===== src/rtl/wa_pkg.sv =====
package wa_pkg;
  localparam int CSR_W   = 64;
  localparam int ADDR_W  = 32;
  localparam int LIM_W   = 10;
  localparam int LIM_LSB = 22;
  localparam int WIN_LSB = 20;
  localparam int EN_BIT  = 16;

  typedef struct packed {
    logic write;
    logic miss;
    logic page;
    logic sector;
    logic dis;
  } wa_req_t;
endpackage


===== src/rtl/wa_csr.sv =====
module wa_csr #(
  parameter int CSR_W   = 64,
  parameter int LIM_W   = 10,
  parameter int LIM_LSB = 22,
  parameter int EN_BIT  = 16
) (
  input  logic             clk_i,
  input  logic             rst_ni,
  input  logic             wr_i,
  input  logic [CSR_W-1:0] wdata_i,
  output logic [CSR_W-1:0] rdata_o,
  output logic [LIM_W-1:0] lim_o,
  output logic             win_en_o
);
  localparam int LIM_MSB = LIM_LSB + LIM_W - 1;

  logic [LIM_W-1:0] lim_q;
  logic             en_q;

  always_ff @(posedge clk_i or negedge rst_ni) begin
    if (!rst_ni) begin
      lim_q <= '0;
      en_q  <= 1'b0;
    end else if (wr_i) begin
      lim_q <= wdata_i[LIM_MSB:LIM_LSB];
      en_q  <= wdata_i[EN_BIT];
    end
  end

  always_comb begin
    rdata_o                   = '0;
    rdata_o[LIM_MSB:LIM_LSB]  = lim_q;
    rdata_o[EN_BIT]           = en_q;
  end

  assign lim_o    = lim_q;
  assign win_en_o = en_q;

  // reserved write bits are dropped
  logic unused_wdata;
  assign unused_wdata = ^{wdata_i[CSR_W-1:LIM_MSB+1], wdata_i[LIM_LSB-1:EN_BIT+1],
                          wdata_i[EN_BIT-1:0]};
endmodule


===== src/rtl/wa_limit_cmp.sv =====
module wa_limit_cmp #(
  parameter int ADDR_W  = 32,
  parameter int LIM_W   = 10,
  parameter int LIM_LSB = 22,
  parameter int WIN_LSB = 20,
  parameter int TAG_W   = ADDR_W - WIN_LSB,
  parameter logic [TAG_W-1:0] WIN_TAG = TAG_W'(15)
) (
  input  logic [TAG_W-1:0] addr_tag_i,  // address bits [ADDR_W-1:WIN_LSB]
  input  logic [LIM_W-1:0] lim_i,
  input  logic             win_en_i,
  input  logic             dis_i,
  output logic             ok_o
);
  localparam int SHIFT = LIM_LSB - WIN_LSB;

  logic [LIM_W-1:0] addr_blk;
  logic             below, in_win;

  // 4 Mbyte block index compared directly: no multiply
  assign addr_blk = addr_tag_i[TAG_W-1:SHIFT];
  assign below    = addr_blk < lim_i;
  assign in_win   = addr_tag_i == WIN_TAG;
  assign ok_o     = below && !(in_win && !win_en_i) && !dis_i;
endmodule


===== src/rtl/wa_decide.sv =====
module wa_decide
  import wa_pkg::*;
(
  input  logic    clk_i,
  input  logic    rst_ni,
  input  logic    fire_i,
  input  wa_req_t req_i,
  input  logic    lim_ok_i,
  output logic    valid_o,
  output logic    alloc_o
);
  logic alloc_d;

  // hints override the limit path and the disallow input
  assign alloc_d = req_i.write && req_i.miss && (lim_ok_i || req_i.page || req_i.sector);

  always_ff @(posedge clk_i or negedge rst_ni) begin
    if (!rst_ni) begin
      valid_o <= 1'b0;
      alloc_o <= 1'b0;
    end else begin
      valid_o <= fire_i;
      alloc_o <= fire_i && alloc_d;
    end
  end

  logic unused_dis;
  assign unused_dis = req_i.dis;
endmodule


===== src/rtl/wa_policy_top.sv =====
module wa_policy_top
  import wa_pkg::*;
#(
  parameter int CSR_W_P   = CSR_W,
  parameter int ADDR_W_P  = ADDR_W,
  parameter int LIM_W_P   = LIM_W,
  parameter int LIM_LSB_P = LIM_LSB,
  parameter int WIN_LSB_P = WIN_LSB,
  parameter int EN_BIT_P  = EN_BIT
) (
  input  logic                clk_i,
  input  logic                rst_ni,
  input  logic                csr_wr_i,
  input  logic [CSR_W_P-1:0]  csr_wdata_i,
  output logic [CSR_W_P-1:0]  csr_rdata_o,
  input  logic                req_valid_i,
  output logic                req_ready_o,
  input  logic [ADDR_W_P-1:0] req_addr_i,
  input  logic                req_write_i,
  input  logic                req_miss_i,
  input  logic                page_hint_i,
  input  logic                sector_hint_i,
  input  logic                disallow_i,
  output logic                dec_valid_o,
  output logic                dec_alloc_o
);
  localparam int TAG_W = ADDR_W_P - WIN_LSB_P;

  logic [LIM_W_P-1:0] lim;
  logic               win_en, lim_ok, fire;
  wa_req_t            req;

  assign req_ready_o = 1'b1;
  assign fire        = req_valid_i && req_ready_o;
  assign req         = '{write: req_write_i, miss: req_miss_i, page: page_hint_i,
                         sector: sector_hint_i, dis: disallow_i};

  wa_csr #(.CSR_W(CSR_W_P), .LIM_W(LIM_W_P), .LIM_LSB(LIM_LSB_P), .EN_BIT(EN_BIT_P)) u_csr (
    .clk_i   (clk_i),
    .rst_ni  (rst_ni),
    .wr_i    (csr_wr_i),
    .wdata_i (csr_wdata_i),
    .rdata_o (csr_rdata_o),
    .lim_o   (lim),
    .win_en_o(win_en)
  );

  wa_limit_cmp #(.ADDR_W(ADDR_W_P), .LIM_W(LIM_W_P), .LIM_LSB(LIM_LSB_P),
                 .WIN_LSB(WIN_LSB_P)) u_cmp (
    .addr_tag_i(req_addr_i[ADDR_W_P-1:WIN_LSB_P]),
    .lim_i     (lim),
    .win_en_i  (win_en),
    .dis_i     (disallow_i),
    .ok_o      (lim_ok)
  );

  wa_decide u_dec (
    .clk_i   (clk_i),
    .rst_ni  (rst_ni),
    .fire_i  (fire),
    .req_i   (req),
    .lim_ok_i(lim_ok),
    .valid_o (dec_valid_o),
    .alloc_o (dec_alloc_o)
  );

  logic unused_addr;
  assign unused_addr = ^req_addr_i[WIN_LSB_P-1:0];
endmodule


===== config.mk =====
export PLATFORM = sky130hd
export DESIGN_NAME = wa_policy_top
export DESIGN_NICKNAME = d
export VERILOG_FILES = /design/src/rtl/wa_pkg.sv /design/src/rtl/wa_csr.sv /design/src/rtl/wa_limit_cmp.sv /design/src/rtl/wa_decide.sv /design/src/rtl/wa_policy_top.sv
export SDC_FILE = /design/constraint.sdc
export NUM_CORES = 1
export LEC_CHECK = 0
export ABC_AREA = 1
export BUFFER_PORTS_ARGS = -buffer_cell sky130_fd_sc_hd__clkbuf_2
export CAP_MARGIN = 20
export CORE_ASPECT_RATIO = 0.5
export CORE_UTILIZATION = 27
export DETAILED_ROUTE_END_ITERATION = 10
export GPL_TIMING_DRIVEN = 0
export PLACE_DENSITY = 0.76
export SLEW_MARGIN = 40
export SYNTH_ARGS = -nofsm -noshare
export SYNTH_HDL_FRONTEND = slang
export SYNTH_SLANG_ARGS = --single-unit

===== constraint.sdc =====
create_clock -name clk_i -period 1.2 [get_ports clk_i]
set_input_delay 0.12 -clock clk_i [delete_from_list [all_inputs] [get_ports clk_i]]
set_output_delay 0.12 -clock clk_i [all_outputs]
set_load 0.01 [all_outputs]

### After elaboration in Yosys (flattened, before gate mapping)

Cells that the tools add are included.

| storage, ports and cells | value |
|---|---|
| logic and storage cells | 17 |
| output and inout port bits | 67 |
| bits of input ports | 105 |
| bits in registers | 13 |

| cells by class | value |
|---|---|
| reduce and logical (&&, ||, !) cells | 11 |
| $lt $le $gt $ge | 1 |
| equal/unequal tests | 1 |

Operators with widths:

| kind | number |
|---|---|
| == test 12 x 4 -> 1 bit, second input constant | 1 |
| < comparator 10 bit | 1 |
| logical AND 1 bit | 6 |
| logical NOT 1 bit | 3 |
| logical OR 1 bit | 2 |

### Longest topological paths before layout

| logic depth | value |
|---|---|
| word-level depth | 9 |
| gate-level depth with buffers | 9 |
| depth with buffers taken out | 9 |

### Cells and area by module

Synthesis repeated with hierarchy kept, for this count alone.

| second synthesis, totals | value |
|---|---|
| cells, all modules | 182 |
| area total of the unflattened synthesis | 1,310.0 um2 |

By module, submodules not included:

| module | seq. area each (um2) | area each (um2) | times used | cells an instance |
|---|---|---|---|---|
| wa_csr | 275.3 | 905.9 | 1 | 112 |
| wa_limit_cmp | 0.0 | 325.3 | 1 | 62 |
| wa_decide | 50.0 | 67.6 | 1 | 6 |
| wa_policy_top | 0.0 | 11.3 | 1 | 2 |

### Worst setup path before layout

Ideal clock, no wire load.

| timing | value |
|---|---|
| path kind | reg2reg |
| start | register u_csr.lim_q[5] (netlist: u_csr.lim_o[5]) |
| end | register u_dec.alloc_o |
| stages on the path, launching flop included | 10 |
| period minus slack after synthesis | 1,273 ps |
| buffers on the path | 0 |
| setup time | 73 ps |
| required time | 1,127 ps |
| arrival time | 1,200 ps |
| slack | -73 ps |
| cells stage by stage | dfrtp_1 -> inv_1 -> ha_1 -> nand2_1 -> inv_1 -> a21oi_2 -> nand2_1 -> nand2_1 -> nand2_1 -> a21oi_2 |

| between the ends | value |
|---|---|
| cells in the longest elaborated chain, start to end | 7 |

Ends and longest elaborated chain:

| item | RTL line | RTL |
|---|---|---|
| start: declaration | wa_csr.sv:17 | `logic [LIM_W-1:0] lim_q;` |
| start signal: assignment | wa_csr.sv:25 | `lim_q <= wdata_i[LIM_MSB:LIM_LSB];` |
| < comparator 10 bit | wa_limit_cmp.sv:22 | `assign below = addr_blk < lim_i;` |
| logical AND 1 bit (2 in a row) | wa_limit_cmp.sv:24 | `assign ok_o = below && !(in_win && !win_en_i) && !dis_i;` |
| logical OR 1 bit (2 in a row) | wa_decide.sv:15 | `assign alloc_d = req_i.write && req_i.miss && (lim_ok_i \|\| req_i.page \|\| req_i.sector);` |
| logical AND 1 bit | wa_decide.sv:15 |  |
| logical AND 1 bit | wa_decide.sv:23 | `alloc_o <= fire_i && alloc_d;` |
| end signal: assignment | wa_decide.sv:23 |  |
| end: declaration | wa_decide.sv:10 | `output logic alloc_o` |

Every way passes these cells.
A chain may end at the register's enable or synchronous reset.

### Worst setup path in the final report

Ends and elaborated chain as after synthesis.

==> reports/results.tsv <==
metric	value	unit
setup TNS	-0.0749	ns
Core Box Area	0.00408	sq mm
flop-to-flop setup slack	-0.07	ns
vias per cell	3.53	
Avg WL per Cell	8.56	microns
Pwr Total	1.48	mW
nets	379	
TritonCTS clock tree	done	
CTS Sinks	13	
gate count after technology mapping	160	
via count	1121	
Synth Cell Area	0.00120	sq mm
hold depth	1	
Worst R2R End	u_dec.alloc_o$_DFF_PN0_	
HP Start	req_valid_i	
DRT iter0 DRCs	41	
FP Rows	16	
ant diodes	0	
Final setup viols	1	
drt pass-1 iters	5	
Final Hold Fails	0	
Final Slew Violations	0	
worst r2r src	u_csr.lim_o[5]$_DFFE_PN0P_	
Worst EP arrival	1.41	ns
Placed Area	0.00168	sq mm
sequential share of the synthesized area	27.1	%
max cap viols	0	
Period Utilization, post-route	106	%
Residual DRC	0	
min-delay worst type	primary input to flop	
DP HPWL	2.24	mm
first-pass GRT wire length	4.13	mm
Mean Syn Cell Area	7.49	sq um
pin count of the biggest net entering global routing	14	
total power divided by cell area	803	mW/mm^2
Req. time, crit path	1.33	ns
CP Class	flop to flop	
status	finished, violations left	
hold_ws	0.00196	ns
Die Span Y	49.1	microns
Worst Clk Skew	0.000945	ns
die area	0.00473	sq mm
Final min period	1.27	ns
Max Freq	784	MHz
Final Wtd Congestion	0.819	
Root Driver	clkbuf_8	
worst-skew pair later-pin latency	0.24	ns
die width	96.2	microns
Clock Tree Buf Depth	2	
input/output buffers	44	
All-Layer GR Usage	11.5	%
slack of the critical path	-0.0749	ns
critical path capture point type	flop	
crit path max fanout	2	
post-route ant nets	0	
Peak VDD IR	0.000263	V
H-tree Lvls	1	
placed insts	310	
Worst setup SP type	flop	
R2R depth	9	
count of different cell masters after synthesis	13	
initial core utilization	29.4	%
synth warn	0	
failing checks	setup timing	
initial antenna violation count	0	
Hold Path End	u_dec.valid_o$_DFF_PN0_	
IO Count	172	
RSZ-0062 raised after global routing	true	
Synth Register Bits	13	
area overhead of the layout relative to synthesis	53.9	%
LEAKAGE	1.14	nW
vias in the first global route	977	
Post-Layout Cell Count	318	
total CTS buffers	3	
Detailed Route WL	2.72	mm
GRT overflow	0	
CTS clk-pin slew, worst paths	0.06	ns
cell area after layout	0.00184	sq mm
FILL cells	394	
layout cells sized above 1	47.3	%
## cell type report
cell class / instances / area (sq um) / area share, %
inverters: 19 / 71.3 / 3.87
well taps: 54 / 67.6 / 3.66
repair buffers: 48 / 253 / 13.7
multi-input cells: 123 / 661 / 35.8
plain buffers: 57 / 422 / 22.9
flip-flops and latches: 13 / 325 / 17.6
clock buffers: 4 / 45.0 / 2.44
## timing repair
action                                  4_1_cts  5_1_grt
hold buffers                                  1        0
pin swaps                                     8        2
endpoints found under the setup margin        1        1
gates resized for setup                      13        4
buffers inserted                              3        0
hold endpoints to repair                     13        0
cloned                                        0        0
## cells in the final DEF (no fill, tap or decap)
master | netlist | routed
ha_4 | 0 | 5
clkbuf_8 | 0 | 3
buf_2 | 1 | 1
ha_1 | 9 | 4
nand2_4 | 0 | 1
nand2_2 | 0 | 2
mux2_2 | 1 | 1
conb_1 | 2 | 54
a21oi_2 | 2 | 2
inv_1 | 19 | 13
dfrtp_1 | 13 | 13
o21ai_0 | 10 | 10
clkbuf_2 | 0 | 44
nand2_1 | 31 | 28
clkbuf_1 | 1 | 2
nand3_2 | 0 | 2
buf_4 | 55 | 58
inv_2 | 0 | 6
nor2_1 | 12 | 12
dlygate4sd3_1 | 0 | 1
nand3_1 | 4 | 2
## sequential cells by signal, indices dropped and copies added (netlist names)
register,cells
u_dec.alloc_o,1
u_dec.valid_o,1
u_csr.lim_o,10
u_csr.win_en_o,1
## logic make-up (layout without fill, tap and decap cells)
group,Yosys count,count (layout),share of synthesized area [%]
multiplexers,1,1,0.939
adder cells (fa/ha/maj),9,9,9.39
other,2,54,0.627
flip-flops,13,13,27.1
AND/OR/NAND/NOR,47,47,15.1
AO/OA/AOI/OAI,12,12,5.64
buffers and inverters,76,128,41.1
## synthesized netlist by cell type (all sizes together)
master | number | area (sq um)
a21oi | 2 | 17.5
buf | 56 | 418
clkbuf | 1 | 3.75
conb | 2 | 7.51
dfrtp | 13 | 325
ha | 9 | 113
inv | 19 | 71.3
mux2 | 1 | 11.3
nand2 | 31 | 116
nand3 | 4 | 20.0
nor2 | 12 | 45.0
o21ai | 10 | 50.1
## critical path: stages (launching register included)
cell     delay (ns)
dfrtp_1        0.38
inv_2          0.06
ha_4           0.28
nand2_4        0.05
nor2_1         0.09
nand2_1        0.05
nand2_1        0.07
nand2_1        0.05
nand2_1        0.08
a21oi_2        0.05
## through the flow
step,utilization (%),setup WS [ns]
finish,45.2,-0.0749
global route,45.2,-0.169
CTS,44.9,-0.0740
detailed placement,41.2,-0.134
global placement,41.2,-0.0773
floorplan,-,-0.0553
## worst max-delay path by stage
| stage | slack (ns) | cells past startpoint | to | startpoint |
|---|---|---|---|---|
| 4_1_cts | -0.07 | 9 | u_dec.alloc_o$_DFF_PN0_ | u_csr.lim_o[3]$_DFFE_PN0P_ |
| 3_5_place_dp | -0.13 | 9 | u_dec.alloc_o$_DFF_PN0_ | u_csr.lim_o[9]$_DFFE_PN0P_ |
| 2_1_floorplan | -0.06 | 9 | u_dec.alloc_o$_DFF_PN0_ | u_csr.lim_o[5]$_DFFE_PN0P_ |
| 5_1_grt | -0.17 | 9 | u_dec.alloc_o$_DFF_PN0_ | u_csr.lim_o[3]$_DFFE_PN0P_ |
| 3_3_place_gp | -0.08 | 9 | u_dec.alloc_o$_DFF_PN0_ | u_csr.lim_o[9]$_DFFE_PN0P_ |
| 6_report | -0.07 | 9 | u_dec.alloc_o$_DFF_PN0_ | u_csr.lim_o[5]$_DFFE_PN0P_ |
## per-layer routing
layer  global-route usage, %  share of wire [%]
met5                       0                  0
met4                    4.98                1.7
met3                    1.87                7.9
met2                    24.1                 58
met1                    10.7                 33
## power breakdown
group / switching (mW) / internal, mW
clock: 0.164 / 0.234
sequential: 0.0227 / 0.475
combinational: 0.293 / 0.292
total: 0.480 / 1.00
Power figures use the tool's default switching activity.
